### src/rtl/spim_pkg.sv
// Shared types for the serial master: controller states and the settings
// captured when an operation is accepted.
package spim_pkg;

    typedef enum logic [2:0] {
        ST_IDLE = 3'd0,   // waiting for start
        ST_PARK = 3'd1,   // clock moved to idle level
        ST_LEAD = 3'd2,   // select settling, one half-period
        ST_PH_A = 3'd3,   // first half of a bit, ends with the sample
        ST_PH_B = 3'd4,   // second half of a bit
        ST_TAIL = 3'd5,   // clock idle, optional select release
        ST_FIN  = 3'd6    // completion pulse
    } spim_state_e;

    typedef struct packed {
        logic cpol;
        logic cpha;
        logic open_sel;
        logic close_sel;
        logic tx_off;
        logic rx_off;
    } spim_cfg_t;

endpackage

### src/rtl/spim_halfper_timer.sv
// Half-period timer. A load sets the count to the divider value, and the
// count runs down to zero, so a phase lasts load_val+1 cycles. It assumes
// the controller reloads it at the start of every phase.
module spim_halfper_timer #(
    parameter int DIV_W = 8
) (
    input  logic             clk,
    input  logic             rst_n,
    input  logic             load,
    input  logic [DIV_W-1:0] load_val,
    output logic             expire
);

    logic [DIV_W-1:0] cnt_q;

    // Count down from the loaded value and stop at zero.
    always_ff @(posedge clk) begin
        if (!rst_n)
            cnt_q <= '0;
        else if (load)
            cnt_q <= load_val;
        else if (cnt_q != '0)
            cnt_q <= cnt_q - 1'b1;
    end

    assign expire = (cnt_q == '0);

endmodule

### src/rtl/spim_tx_shifter.sv
// Transmit shifter. It holds the current byte with the current bit at the
// top. A load takes a new byte, or zeros when none is offered. A shift
// moves to the next bit. The output pin is frozen while tx_off is high.
module spim_tx_shifter #(
    parameter int DATA_W = 8
) (
    input  logic              clk,
    input  logic              rst_n,
    input  logic              load,
    input  logic              shift,
    input  logic              tx_off,
    input  logic              in_valid,
    input  logic [DATA_W-1:0] in_data,
    output logic              mosi
);

    localparam int MSB = DATA_W - 1;

    logic [DATA_W-1:0] sh_q;
    logic [DATA_W-1:0] fresh;

    // Pick the offered byte, or zeros when the source is empty.
    always_comb begin
        fresh = in_valid ? in_data : '0;
    end

    // Byte register: load a new byte, or move the next bit to the top.
    always_ff @(posedge clk) begin
        if (!rst_n)
            sh_q <= '0;
        else if (load)
            sh_q <= fresh;
        else if (shift)
            sh_q <= {sh_q[MSB-1:0], 1'b0};
    end

    // Output pin: follows the top bit unless the lane is disabled.
    always_ff @(posedge clk) begin
        if (!rst_n)
            mosi <= 1'b0;
        else if (!tx_off) begin
            if (load)
                mosi <= fresh[MSB];
            else if (shift)
                mosi <= sh_q[MSB-1];
        end
    end

    // The lane stays frozen whenever it is disabled.
    AST_TXOFF_FROZEN: assert property (@(posedge clk) disable iff (!rst_n)
        tx_off |=> $stable(mosi));

endmodule

### src/rtl/spim_rx_gather.sv
// Receive assembler. It collects sampled bits MSB-first. After every
// DATA_W-th bit it presents the byte. On the last bit of an operation it
// presents the partial byte left-justified. Assumes DATA_W is a power of two.
module spim_rx_gather #(
    parameter int DATA_W = 8
) (
    input  logic              clk,
    input  logic              rst_n,
    input  logic              clear,
    input  logic              sample,
    input  logic              bit_in,
    input  logic              last,
    output logic [DATA_W-1:0] data,
    output logic              valid
);

    localparam int POS_W = (DATA_W > 1) ? $clog2(DATA_W) : 1;
    localparam logic [POS_W-1:0] TOP = POS_W'(DATA_W - 1);

    logic [DATA_W-1:0] sh_q;
    logic [POS_W-1:0]  cnt_q;
    logic [DATA_W-1:0] grown;

    // Accumulator with the new bit appended at the bottom.
    always_comb begin
        grown = {sh_q[DATA_W-2:0], bit_in};
    end

    // Gather bits; emit a full byte or the left-justified final byte.
    always_ff @(posedge clk) begin
        if (!rst_n) begin
            sh_q  <= '0;
            cnt_q <= '0;
            data  <= '0;
            valid <= 1'b0;
        end else begin
            valid <= 1'b0;
            if (clear) begin
                sh_q  <= '0;
                cnt_q <= '0;
            end else if (sample) begin
                if (cnt_q == TOP) begin
                    data  <= grown;
                    valid <= 1'b1;
                    cnt_q <= '0;
                end else if (last) begin
                    data  <= grown << (TOP - cnt_q);
                    valid <= 1'b1;
                    cnt_q <= '0;
                end else begin
                    sh_q  <= grown;
                    cnt_q <= cnt_q + 1'b1;
                end
            end
        end
    end

    // A byte appears only in the cycle after a sample.
    AST_RX_AFTER_SAMPLE: assert property (@(posedge clk) disable iff (!rst_n)
        valid |-> $past(sample));

endmodule

### src/rtl/spim_engine.sv
// Serial master controller. An accepted start latches the settings. The
// clock is parked at its idle level, chip select is optionally opened, and
// each bit is run as two timed phases. MISO is sampled at the end of the
// first phase in both phase modes; only the clock levels of the phases
// differ. The inputs are assumed synchronous to clk, and start is ignored
// while an operation runs.
module spim_engine
    import spim_pkg::*;
#(
    parameter int CNT_W          = 16,
    parameter int DIV_W          = 8,
    parameter int DATA_W         = 8,
    parameter bit CS_ACTIVE_HIGH = 1'b0
) (
    input  logic              clk,
    input  logic              rst_n,
    input  logic              start,
    input  logic [CNT_W-1:0]  xfer_bits,
    input  logic              mode_cpol,
    input  logic              mode_cpha,
    input  logic              sel_begin,
    input  logic              sel_end,
    input  logic [DIV_W-1:0]  half_div,
    input  logic              tx_disable,
    input  logic              rx_disable,
    input  logic [DATA_W-1:0] tx_byte,
    input  logic              tx_valid,
    output logic              tx_ready,
    output logic [DATA_W-1:0] rx_byte,
    output logic              rx_valid,
    output logic              spi_sclk,
    output logic              spi_mosi,
    input  logic              spi_miso,
    output logic              spi_cs,
    output logic              busy,
    output logic              done,
    output logic              cfg_err
);

    localparam int POS_W = (DATA_W > 1) ? $clog2(DATA_W) : 1;
    localparam logic [POS_W-1:0] POS_TOP = POS_W'(DATA_W - 1);
    localparam logic [CNT_W-1:0] ONE_BIT = CNT_W'(1);

    spim_state_e      state_q, state_d;
    spim_cfg_t        cfg_q;
    logic [CNT_W-1:0] left_q;
    logic [DIV_W-1:0] div_q;
    logic [POS_W-1:0] pos_q;
    logic             sclk_q, cs_act_q, err_q;

    logic accept, bad_cfg, phase_end;
    logic lead_end, a_end, b_end, enter_a;
    logic load_byte, shift_bit, last_bit, tmr_load;

    // Event decode for the controller.
    always_comb begin
        bad_cfg   = tx_disable && rx_disable;
        accept    = start && (state_q == ST_IDLE);
        lead_end  = (state_q == ST_LEAD) && phase_end;
        a_end     = (state_q == ST_PH_A) && phase_end;
        b_end     = (state_q == ST_PH_B) && phase_end;
        enter_a   = (lead_end || b_end) && (left_q != '0);
        load_byte = enter_a && (pos_q == '0);
        shift_bit = enter_a && (pos_q != '0);
        last_bit  = a_end && (left_q == ONE_BIT);
        tmr_load  = (state_q == ST_PARK) || enter_a || a_end;
    end

    // Next-state logic of the operation sequence.
    always_comb begin
        state_d = state_q;
        unique case (state_q)
            ST_IDLE: if (accept && !bad_cfg) state_d = ST_PARK;
            ST_PARK: state_d = ST_LEAD;
            ST_LEAD: if (phase_end) state_d = (left_q != '0) ? ST_PH_A : ST_TAIL;
            ST_PH_A: if (phase_end) state_d = ST_PH_B;
            ST_PH_B: if (phase_end) state_d = (left_q != '0) ? ST_PH_A : ST_TAIL;
            ST_TAIL: state_d = ST_FIN;
            ST_FIN:  state_d = ST_IDLE;
            default: state_d = ST_IDLE;
        endcase
    end

    // State register.
    always_ff @(posedge clk) begin
        if (!rst_n) state_q <= ST_IDLE;
        else        state_q <= state_d;
    end

    // Latch the operation settings when a start is accepted.
    always_ff @(posedge clk) begin
        if (!rst_n) begin
            cfg_q <= '0;
            div_q <= '0;
        end else if (accept && !bad_cfg) begin
            cfg_q <= '{cpol: mode_cpol, cpha: mode_cpha, open_sel: sel_begin,
                       close_sel: sel_end, tx_off: tx_disable, rx_off: rx_disable};
            div_q <= half_div;
        end
    end

    // Bits remaining and position inside the current byte.
    always_ff @(posedge clk) begin
        if (!rst_n) begin
            left_q <= '0;
            pos_q  <= '0;
        end else if (accept && !bad_cfg) begin
            left_q <= xfer_bits;
            pos_q  <= '0;
        end else if (a_end) begin
            left_q <= left_q - 1'b1;
            pos_q  <= (pos_q == POS_TOP) ? '0 : pos_q + 1'b1;
        end
    end

    // Clock level per phase: idle before and after, mode-dependent inside.
    always_ff @(posedge clk) begin
        if (!rst_n)
            sclk_q <= 1'b0;
        else if (accept && !bad_cfg)
            sclk_q <= mode_cpol;
        else if (enter_a)
            sclk_q <= cfg_q.cpol ^ cfg_q.cpha;
        else if (a_end)
            sclk_q <= cfg_q.cpol ^ ~cfg_q.cpha;
        else if (b_end)
            sclk_q <= cfg_q.cpol;
    end

    // Select window: opened after parking, closed in the tail if requested.
    always_ff @(posedge clk) begin
        if (!rst_n)
            cs_act_q <= 1'b0;
        else if (state_q == ST_PARK && cfg_q.open_sel)
            cs_act_q <= 1'b1;
        else if (state_q == ST_TAIL && cfg_q.close_sel)
            cs_act_q <= 1'b0;
    end

    // One-cycle pulse for a rejected configuration.
    always_ff @(posedge clk) begin
        if (!rst_n) err_q <= 1'b0;
        else        err_q <= accept && bad_cfg;
    end

    spim_halfper_timer #(.DIV_W(DIV_W)) u_timer (
        .clk      (clk),
        .rst_n    (rst_n),
        .load     (tmr_load),
        .load_val (div_q),
        .expire   (phase_end)
    );

    spim_tx_shifter #(.DATA_W(DATA_W)) u_tx (
        .clk      (clk),
        .rst_n    (rst_n),
        .load     (load_byte),
        .shift    (shift_bit),
        .tx_off   (cfg_q.tx_off),
        .in_valid (tx_valid && !cfg_q.tx_off),
        .in_data  (tx_byte),
        .mosi     (spi_mosi)
    );

    spim_rx_gather #(.DATA_W(DATA_W)) u_rx (
        .clk    (clk),
        .rst_n  (rst_n),
        .clear  (accept),
        .sample (a_end),
        .bit_in (cfg_q.rx_off ? 1'b0 : spi_miso),
        .last   (last_bit),
        .data   (rx_byte),
        .valid  (rx_valid)
    );

    generate
        if (CS_ACTIVE_HIGH) begin : g_cs_high
            assign spi_cs = cs_act_q;
        end else begin : g_cs_low
            assign spi_cs = ~cs_act_q;
        end
    endgenerate

    assign tx_ready = load_byte && !cfg_q.tx_off;
    assign spi_sclk = sclk_q;
    assign busy     = (state_q != ST_IDLE) && (state_q != ST_FIN);
    assign done     = (state_q == ST_FIN);
    assign cfg_err  = err_q;

    AST_CLK_IDLE_AT_SELECT: assert property (@(posedge clk) disable iff (!rst_n)
        $rose(cs_act_q) |-> (spi_sclk == cfg_q.cpol));
    AST_CLK_IDLE_IN_TAIL: assert property (@(posedge clk) disable iff (!rst_n)
        (state_q == ST_TAIL) |-> (spi_sclk == cfg_q.cpol));
    AST_SELECT_CLOSE_AT_END: assert property (@(posedge clk) disable iff (!rst_n)
        $fell(cs_act_q) |-> ($past(state_q) == ST_TAIL));
    AST_DONE_SINGLE: assert property (@(posedge clk) disable iff (!rst_n)
        done |=> !done);
    AST_DONE_NOT_BUSY: assert property (@(posedge clk) disable iff (!rst_n)
        done |-> !busy);
    AST_ERR_IDLE: assert property (@(posedge clk) disable iff (!rst_n)
        cfg_err |-> !busy);
    AST_RXOFF_ZEROS: assert property (@(posedge clk) disable iff (!rst_n)
        (rx_valid && cfg_q.rx_off) |-> (rx_byte == '0));
    AST_FEED_IN_PHASE: assert property (@(posedge clk) disable iff (!rst_n)
        tx_ready |=> (state_q == ST_PH_A));

endmodule

### config.mk
export PLATFORM = sky130hd
export DESIGN_NAME = spim_engine
export DESIGN_NICKNAME = d
export VERILOG_FILES = /design/src/rtl/spim_pkg.sv /design/src/rtl/spim_halfper_timer.sv /design/src/rtl/spim_tx_shifter.sv /design/src/rtl/spim_rx_gather.sv /design/src/rtl/spim_engine.sv
export SDC_FILE = /design/constraint.sdc
export NUM_CORES = 1
export LEC_CHECK = 0
export BUFFER_PORTS_ARGS = -buffer_cell sky130_fd_sc_hd__buf_4
export CAP_MARGIN = 10
export CORE_ASPECT_RATIO = 1.75
export CORE_MARGIN = 2
export CORE_UTILIZATION = 50
export CTS_CLUSTER_SIZE = 20
export DETAILED_ROUTE_END_ITERATION = 12
export PLACE_DENSITY = 0.71
export SLEW_MARGIN = 20
export SYNTH_ARGS = -nofsm -noshare
export SYNTH_HDL_FRONTEND = slang
export SYNTH_SLANG_ARGS = --single-unit
### constraint.sdc
create_clock -name clk -period 2.1 [get_ports clk]
set_input_delay 0 -clock clk [delete_from_list [all_inputs] [get_ports clk]]
set_output_delay 0 -clock clk [all_outputs]
set_load 0.02 [all_outputs]
======== Word level (Yosys, flattened, before mapping) ========
Cells that the tools add are included.
storage, ports and cells
  word-level logic and storage cells ...... 119
  register bits ........................... 74
  input bits .............................. 43
  output and inout bits ................... 16
operators by class
  bitwise logic cells ..................... 10
  equality and inequality tests ........... 13
  reduce and logical (&&, ||, !) cells .... 42
  multiplexer cells ....................... 28
  $add $sub $neg .......................... 5
  shift-type cells ........................ 1
operators by type and width
  operator                                                count
  two-way mux 8 bit                                       5
  two-way mux 16 bit                                      2
  two-way mux 3 bit                                       7
  equality test 16 x 1 -> 1 bit (second input constant)   1
  logical AND 1 bit                                       16
  nonzero test 16 bit                                     1
  subtractor 16 x 1 -> 16 bit (second input constant)     1
  equality test 3 bit (second input constant)             5
  case mux 3 bit (5 select lines)                         1
  two-way mux 7 bit                                       2
  two-way mux 1 bit                                       11
  nonzero test 2 bit                                      5
  AND reduction 3 bit                                     3
  zero test 8 bit                                         1
  NOT 1 bit                                               8
  nonzero test 8 bit                                      1
  << shifter 8 x 3 -> 8 bit                               1
  subtractor 8 x 1 -> 8 bit (second input constant)       1
  adder 3 x 1 -> 3 bit (second input constant)            2
  equality test 3 x 2 -> 1 bit (second input constant)    2
  zero test 3 bit                                         2
  nonzero test 3 bit                                      2
  OR reduction 2 bit                                      3
  inequality test 2 x 1 -> 1 bit (second input constant)  2
  10 further kinds                                        14

======== Depth between registers and ports, before layout ========
Gate-level depths: netlist of the first run.
  word-level depth ........................ 7
  mapped depth ............................ 10
  depth with buffers taken out ............ 7

======== Modules after synthesis ========
A second synthesis of the first run with hierarchy kept.
second synthesis, totals
  cells, all modules ...................... 475
  area, all modules ....................... 3892.5 µm²
by module, submodules not included
  module              cells an instance  area an instance (µm²)  times used  seq. area each (µm²)
  spim_engine         261                2028.2                  1           780.7
  spim_rx_gather      118                984.7                   1           380.4
  spim_halfper_timer  51                 457.9                   1           160.2
  spim_tx_shifter     45                 421.7                   1           160.2

======== Worst setup path before layout of the first run ========
Ideal clock, no wire load.
  path kind ............................... reg-to-output
  start point ............................. reg u_timer.cnt_q[0]
  end point ............................... out tx_ready
  stages on the path, launching flop included .. 10
  arrival time ............................ 2148 ps
  path slack .............................. -48 ps
  buffers on the path ..................... 3
  path through ............................ dfxtp_1 > inv_1 > ha_1 > or3b_1 > buf_2 > nor2_4 > and4_1 > buf_4 > buf_6 > nor3b_1
between the ends
  word-level cells in the longest chain between the ends .. 6
  elaborated cells between the ends (all ways) .. 7
  classes of those cells .................. 7 x reduce/logical
ends and longest elaborated chain
  element                               line                                  RTL
  start, declared                       spim_halfper_timer.sv:14              logic [DIV_W-1:0] cnt_q;
  start signal, assigned                spim_halfper_timer.sv:21              cnt_q <= load_val;
  start signal, assigned                spim_halfper_timer.sv:23              cnt_q <= cnt_q - 1'b1;
  zero test 8 bit *                     spim_halfper_timer.sv:26              assign expire = (cnt_q == '0);
  logical AND 1 bit (on tied branches)  spim_engine.sv:59, spim_engine.sv:61
  logical OR 1 bit *                    spim_engine.sv:62                     enter_a = (lead_end || b_end) && (left_q != '0);
  logical AND 1 bit *                   spim_engine.sv:62
  logical AND 1 bit *                   spim_engine.sv:63                     load_byte = enter_a && (pos_q == '0);
  logical AND 1 bit *                   spim_engine.sv:184                    assign tx_ready = load_byte && !cfg_q.tx_off;
  end, declared                         spim_engine.sv:28                     output logic tx_ready,
Mark *: on every way between the ends. The rest lies on a longest branch, timed or not.

======== Final worst setup path of the first run ========
Ends and elaborated chain as after synthesis.

==> reports/results.txt, run 1 <==
Run status = completed
Core Util, Final = 0.698
DR vias = 3936
Highest metal used = met4
Asr flop ratio synth = 0
Hold Vio Cnt, Final = 0
Sink Count = 74
Min Tclk post-route = 2050 ps
Logic gate share of total power = 0.320
CTS Buf Count = 9
Final HPWL DP = 7690 um
Share of layout cells above drive strength 1 = 0.239
Port Buf Inserts = 58
Antenna violations before repair = 0
CTS H-tree lvls = 3
Internal = 3.59 mW
Max VDD drop = 508 uV
Clock Tree Buf Depth = 2
CP max FO = 4
Static leakage = 2.06 nW
Worst setup SP type = register
Worst Path Arrival = 2050 ps
YS warnings = 0
Top-count cell post-synth = dfxtp_1
Drt drc = 0
Final Non-Filler Cells = 656
Hold Crit Class = in2reg
Synth Cell Area = 3890 sq um
Yosys top cell area share = 0.380
DRT Pass-1 Iters = 5
GRT overflow = 0
Clock Pin Slew Worst Setup and Hold Paths = 60 ps
Vias in the first global route = 3810
Syn_nets = 511
Worst Skew = 5.71 ps
N_diodes = 0
Top Ports = 59
Number of synthesized flops with an enable pin = 0
Area Growth Syn to Fin = 35.7%
Predominant post-synthesis flop cell = dfxtp_1
Wire length on met1 = 4300 um
Routed WL = 11300 um
Cell variety after synth = 69
Dpl cells = 609
Power Dens Cells = 998 nW/um^2
WS Path Type = reg2out
Slew Viols, Final = 0
Routed Antenna Nets = 0
GP Congestion = 0.914
CP required = 2100 ps
Sequential area share after synthesis = 0.380
CTS tree = done
P_sw = 1.69 mW
Commonest cells in the synthesized netlist = dfxtp_1, a21oi_1, nand2_1
Final setup fails = 0
Yosys top cell by area = dfxtp_1
Crit share post-route = 0.977
Starting Density = 0.515
Site Rows = 42
Total Routing Usage GR = 0.268
DIE AREA = 8540 sq um
Clock power share = 0.344
Die Height = 121 um
WL/cell = 17.3 um
CORE AREA = 7570 sq um
Max-Cap Viols = 0
Syn_area_per_cell = 8.46 sq um
Root Driver = clkbuf_16
Max Fclk = 487 MHz
First-pass GRT wire length = 18100 um
Metal2 WL = 6110 um
Vias per std cell = 6.00
Drt initial violations = 336
Slew HR = 0.649
WL met3 = 384 um
Synth area leaders = dfxtp_1, a21oi_1, nand2_1
Synth Register Bits = 74
Total Neg Setup Slack = 0 ps
Switching share of power = 0.320
Flop pwr share = 0.336
Crit end category = primary output
Layout Nets = 615
Tot Pwr = 5.27 mW
Die X = 70.7 um
Post-synthesis instance total = 460
Worst Tran Pin Value = 526 ps
Skew-Pair Late Insertion Delay = 340 ps
Largest net degree at the start of global routing = 47
[stage by stage]
stage,cell area [sq um],setup WS [ps],hold slack (ps)
after floorplan,3900,156,126
after global placement,4580,111,248
after detailed placement,4580,96.4,264
after CTS,5230,7.87,3.83
after global routing,5290,-44.0,28.7
final,5290,48.4,15.1
[final timing paths]
kind | cells past startpoint | from | end | slack, ps
worst max-delay path | 7 | u_timer.cnt_q[0]$_SDFFE_PN0P_ | tx_ready | 50
worst min-delay path | 3 | xfer_bits[7] | left_q[7]$_SDFFE_PN0P_ | 20
worst max register to register | 5 | u_timer.cnt_q[7]$_SDFFE_PN0P_ | left_q[0]$_SDFFE_PN0P_ | 120
worst min register to register | 2 | cfg_q[2]$_SDFFE_PN0P_ | cfg_q[2]$_SDFFE_PN0P_ | 460
[routing by layer]
metal / vias up / GRT usage
met2: 106 / 0.487
met3: 49 / 0.0417
met4: 0 / 0.151
li1: 1891 / -
met5: - / 0
met1: 1890 / 0.287
[critical path: stages, from the launching register on]
cell and delay [ps]:
dfxtp_2 340, inv_2 70, ha_4 140, or3b_4 420, nor2_4 170, and4_4 240, nor3b_4 190, buf_6 140
[cell families (layout without fill, tap and decap cells)]
kind of cell | count (synthesis) | after routing | synth area share
multiplexers | 6 | 6 | 0.0315
buffers and inverters | 43 | 151 | 0.0485
XOR/XNOR | 21 | 21 | 0.0472
AO/OA/AOI/OAI | 147 | 147 | 0.243
flip-flops | 74 | 74 | 0.380
AND/OR/NAND/NOR | 161 | 161 | 0.224
adder cells (fa/ha/maj) | 8 | 8 | 0.0257
[final cells by class]
class | instances | area, sq um
Clock buffer | 11 | 253
Inverter | 13 | 48.8
Timing Repair Buffer | 123 | 1030
Sequential cell | 74 | 1480
Clock inverter | 4 | 98.8
Tap cell | 88 | 110
Multi-Input combinational cell | 343 | 2260
Fill cell | 593 | 2280
[registers in the layout, indices dropped and copies added (netlist names)]
name and count:
u_rx.sh_q 7, left_q 16, u_rx.valid 1, cfg_q 6, cs_act_q 1, u_rx.data 8
spi_sclk 1, pos_q 3, div_q 8, u_tx.sh_q 7, state_q 3, u_tx.mosi 1
cfg_err 1, u_timer.cnt_q 8, u_rx.cnt_q 3
[power groups by stage]
stage               clock network (mW)  logic (mW)  registers, mW
floorplan                            0        1.08           1.74
detailed placement                   0        1.53           1.78
global placement                     0        1.51           1.77
global route                      1.87        1.83           1.79
finish                            1.81        1.69           1.77
CTS                               1.84        1.62           1.75
[timing repair]
action / 4_1_cts / 5_1_grt
pin swaps: 2 / 3
gates cloned: 0 / 0
hold buffers: 29 / 1
resized for setup: 3 / 9
setup endpoints to repair: 1 / 8
buffers inserted: 1 / 1
endpoints found under the hold margin: 29 / 1
[layout by cell type (no fill, tap or decap), drive strengths merged, types with 12 or more instances in the layout]
| master | instances |
|---|---|
| dlygate4sd3 | 30 |
| nand2 | 51 |
| nand3 | 17 |
| a211oi | 22 |
| inv | 12 |
| a21oi | 53 |
| o21ai | 29 |
| buf | 93 |
| nor2 | 30 |
| dfxtp | 74 |
| nor3 | 13 |
| xnor2 | 16 |
Power figures use the tool's default switching activity.
==> run 2: changes to the inputs <==
Settings changed: PLACE_DENSITY 0.71 to 0.74.
Clock period 2.1 ns to 1.7 ns, I/O delays scaled along.
==> run 2 against run 1 <==
Effect of this change: the run now ends with setup timing left; clock skew grew 3.3 ps; die area stayed put; sequential cell count is the same; clock power shrank 3%; critical endpoint is now u_rx.sh_q[0]$_SDFFE_PP0P_.
==> reports/results.txt, run 2 (same netlist as run 1, synthesis figures left out) <==
Run status = finished, violations left
Violated checks = setup timing
Root Driver = clkbuf_16
CTS Buf Count = 9
Drt drc = 0
Final setup fails = 58
CORE AREA = 7570 sq um
Most common cell after layout, fill and taps aside = buf_4
Top Ports = 59
CP max FO = 5
Static leakage = 2.54 nW
N_diodes = 0
DIE AREA = 8540 sq um
Hold Vio Cnt, Final = 0
Setup Slack @ Placement = -302 ps
DR vias = 4862
Antenna violations before repair = 0
Site Rows = 42
DRT Pass-1 Iters = 5
Most frequent cells in the layout = buf_4, dfxtp_1, nand2_1
GP Congestion = 0.969
Final HPWL DP = 8190 um
CP required = 1950 ps
Vias in the first global route = 4791
Max Fclk = 482 MHz
Slew HR = 0.607
Max reg flops = 16
Die Height = 121 um
CTS tree = done
Largest net degree at the start of global routing = 27
Max-Cap Viols = 0
Total Routing Usage GR = 0.345
Crit share post-route = 1.22
Die X = 70.7 um
Routed Antenna Nets = 0
Top reg by flops = left_q
CTS H-tree lvls = 3
Multi-input gate area = 2910 sq um
Area Growth Syn to Fin = 68.5%
Starting Density = 0.515
Worst setup SP type = register
Skew-Pair Late Insertion Delay = 340 ps
Clock Pin Slew Worst Setup and Hold Paths = 60 ps
Routed WL = 17300 um
Port Buf Inserts = 58
WS Path Type = reg2reg
Crit end category = register
Worst setup margin = -375 ps
Layout Nets = 692
Unrepaired setup endpoints after global routing = true
Worst Skew = 9.02 ps
Slew Viols, Final = 0
Hold Crit Class = in2reg
Worst Tran Pin Value = 588 ps
Vias per std cell = 6.64
GRT overflow = 0
Share of layout cells above drive strength 1 = 0.488
Min Tclk post-route = 2070 ps
Hold_ws = 13.9 ps
First-pass GRT wire length = 23200 um
Core Util, Final = 0.867
WL/cell = 23.6 um
Clock Tree Buf Depth = 2
Worst Path Arrival = 2330 ps
Reg area = 1490 sq um
Filler cells = 374
Fin area = 6560 sq um
Max VDD drop = 805 uV
Dpl cell area = 5060 sq um
Drt initial violations = 601
Total Neg Setup Slack = -13350 ps
Sink Count = 74
Power Dens Cells = 1190 nW/um^2
run 2: worst max-delay path, stage by stage, from the launching register on:
cell and delay (ps):
dfxtp_2 330, inv_2 70, ha_4 140, or3b_4 410
buf_6 140, nor3_4 300, o211ai_4 200, buf_6 170
o31ai_2 220
run 2: final timing paths:
check / from / to / slack, ps / cells past startpoint
setup / recovery: u_timer.cnt_q[1]$_SDFFE_PN0P_ / u_rx.sh_q[0]$_SDFFE_PP0P_ / -370 / 8
hold / removal: xfer_bits[2] / left_q[2]$_SDFFE_PN0P_ / 10 / 3
setup reg to reg: u_timer.cnt_q[1]$_SDFFE_PN0P_ / u_rx.sh_q[0]$_SDFFE_PP0P_ / -370 / 8
hold reg to reg: div_q[6]$_SDFFE_PN0P_ / div_q[6]$_SDFFE_PN0P_ / 470 / 2
run 2: repair_timing:
action / 4_1_cts / 5_1_grt
setup endpoints to repair: 53 / 59
hold buffers: 29 / 0
setup buffers: 26 / 7
pin swaps: 39 / 58
resized for setup: 81 / 84
endpoints found under the hold margin: 30 / 0
gates cloned: 2 / 0
run 2: routing by layer:
metal  vias to the layer above  share of wire  wire length, um  global-route usage
met5                         -              0                0                   0
met4                         0          0.092             1580               0.263
met3                       141          0.069             1190              0.0633
met2                       360           0.51             8750               0.600
met1                      2325           0.33             5730               0.357
li1                       2036              -                -                   -
run 2: layout make-up:
cell class | instances | share of cell area
Clock inverter | 4 | 0.00305
Inverter | 13 | 0.00744
Tap cell | 88 | 0.0168
Timing Repair Buffer | 200 | 0.265
Clock buffer | 10 | 0.0364
Multi-Input combinational cell | 343 | 0.444
Sequential cell | 74 | 0.228
run 2: report_power, final:
group | internal, mW | switching (mW) | total [mW]
Combinational | 1.90 | 1.98 | 3.88
Sequential | 1.95 | 0.243 | 2.19
Clock | 1.00 | 0.754 | 1.76
Total | 4.85 | 2.98 | 7.83
run 2: metrics by stage:
stage	instances	power (mW)
global route	732	8.04
finish	732	7.83
floorplan	460	3.58
global placement	660	4.52
detailed placement	660	4.58
CTS	730	7.03
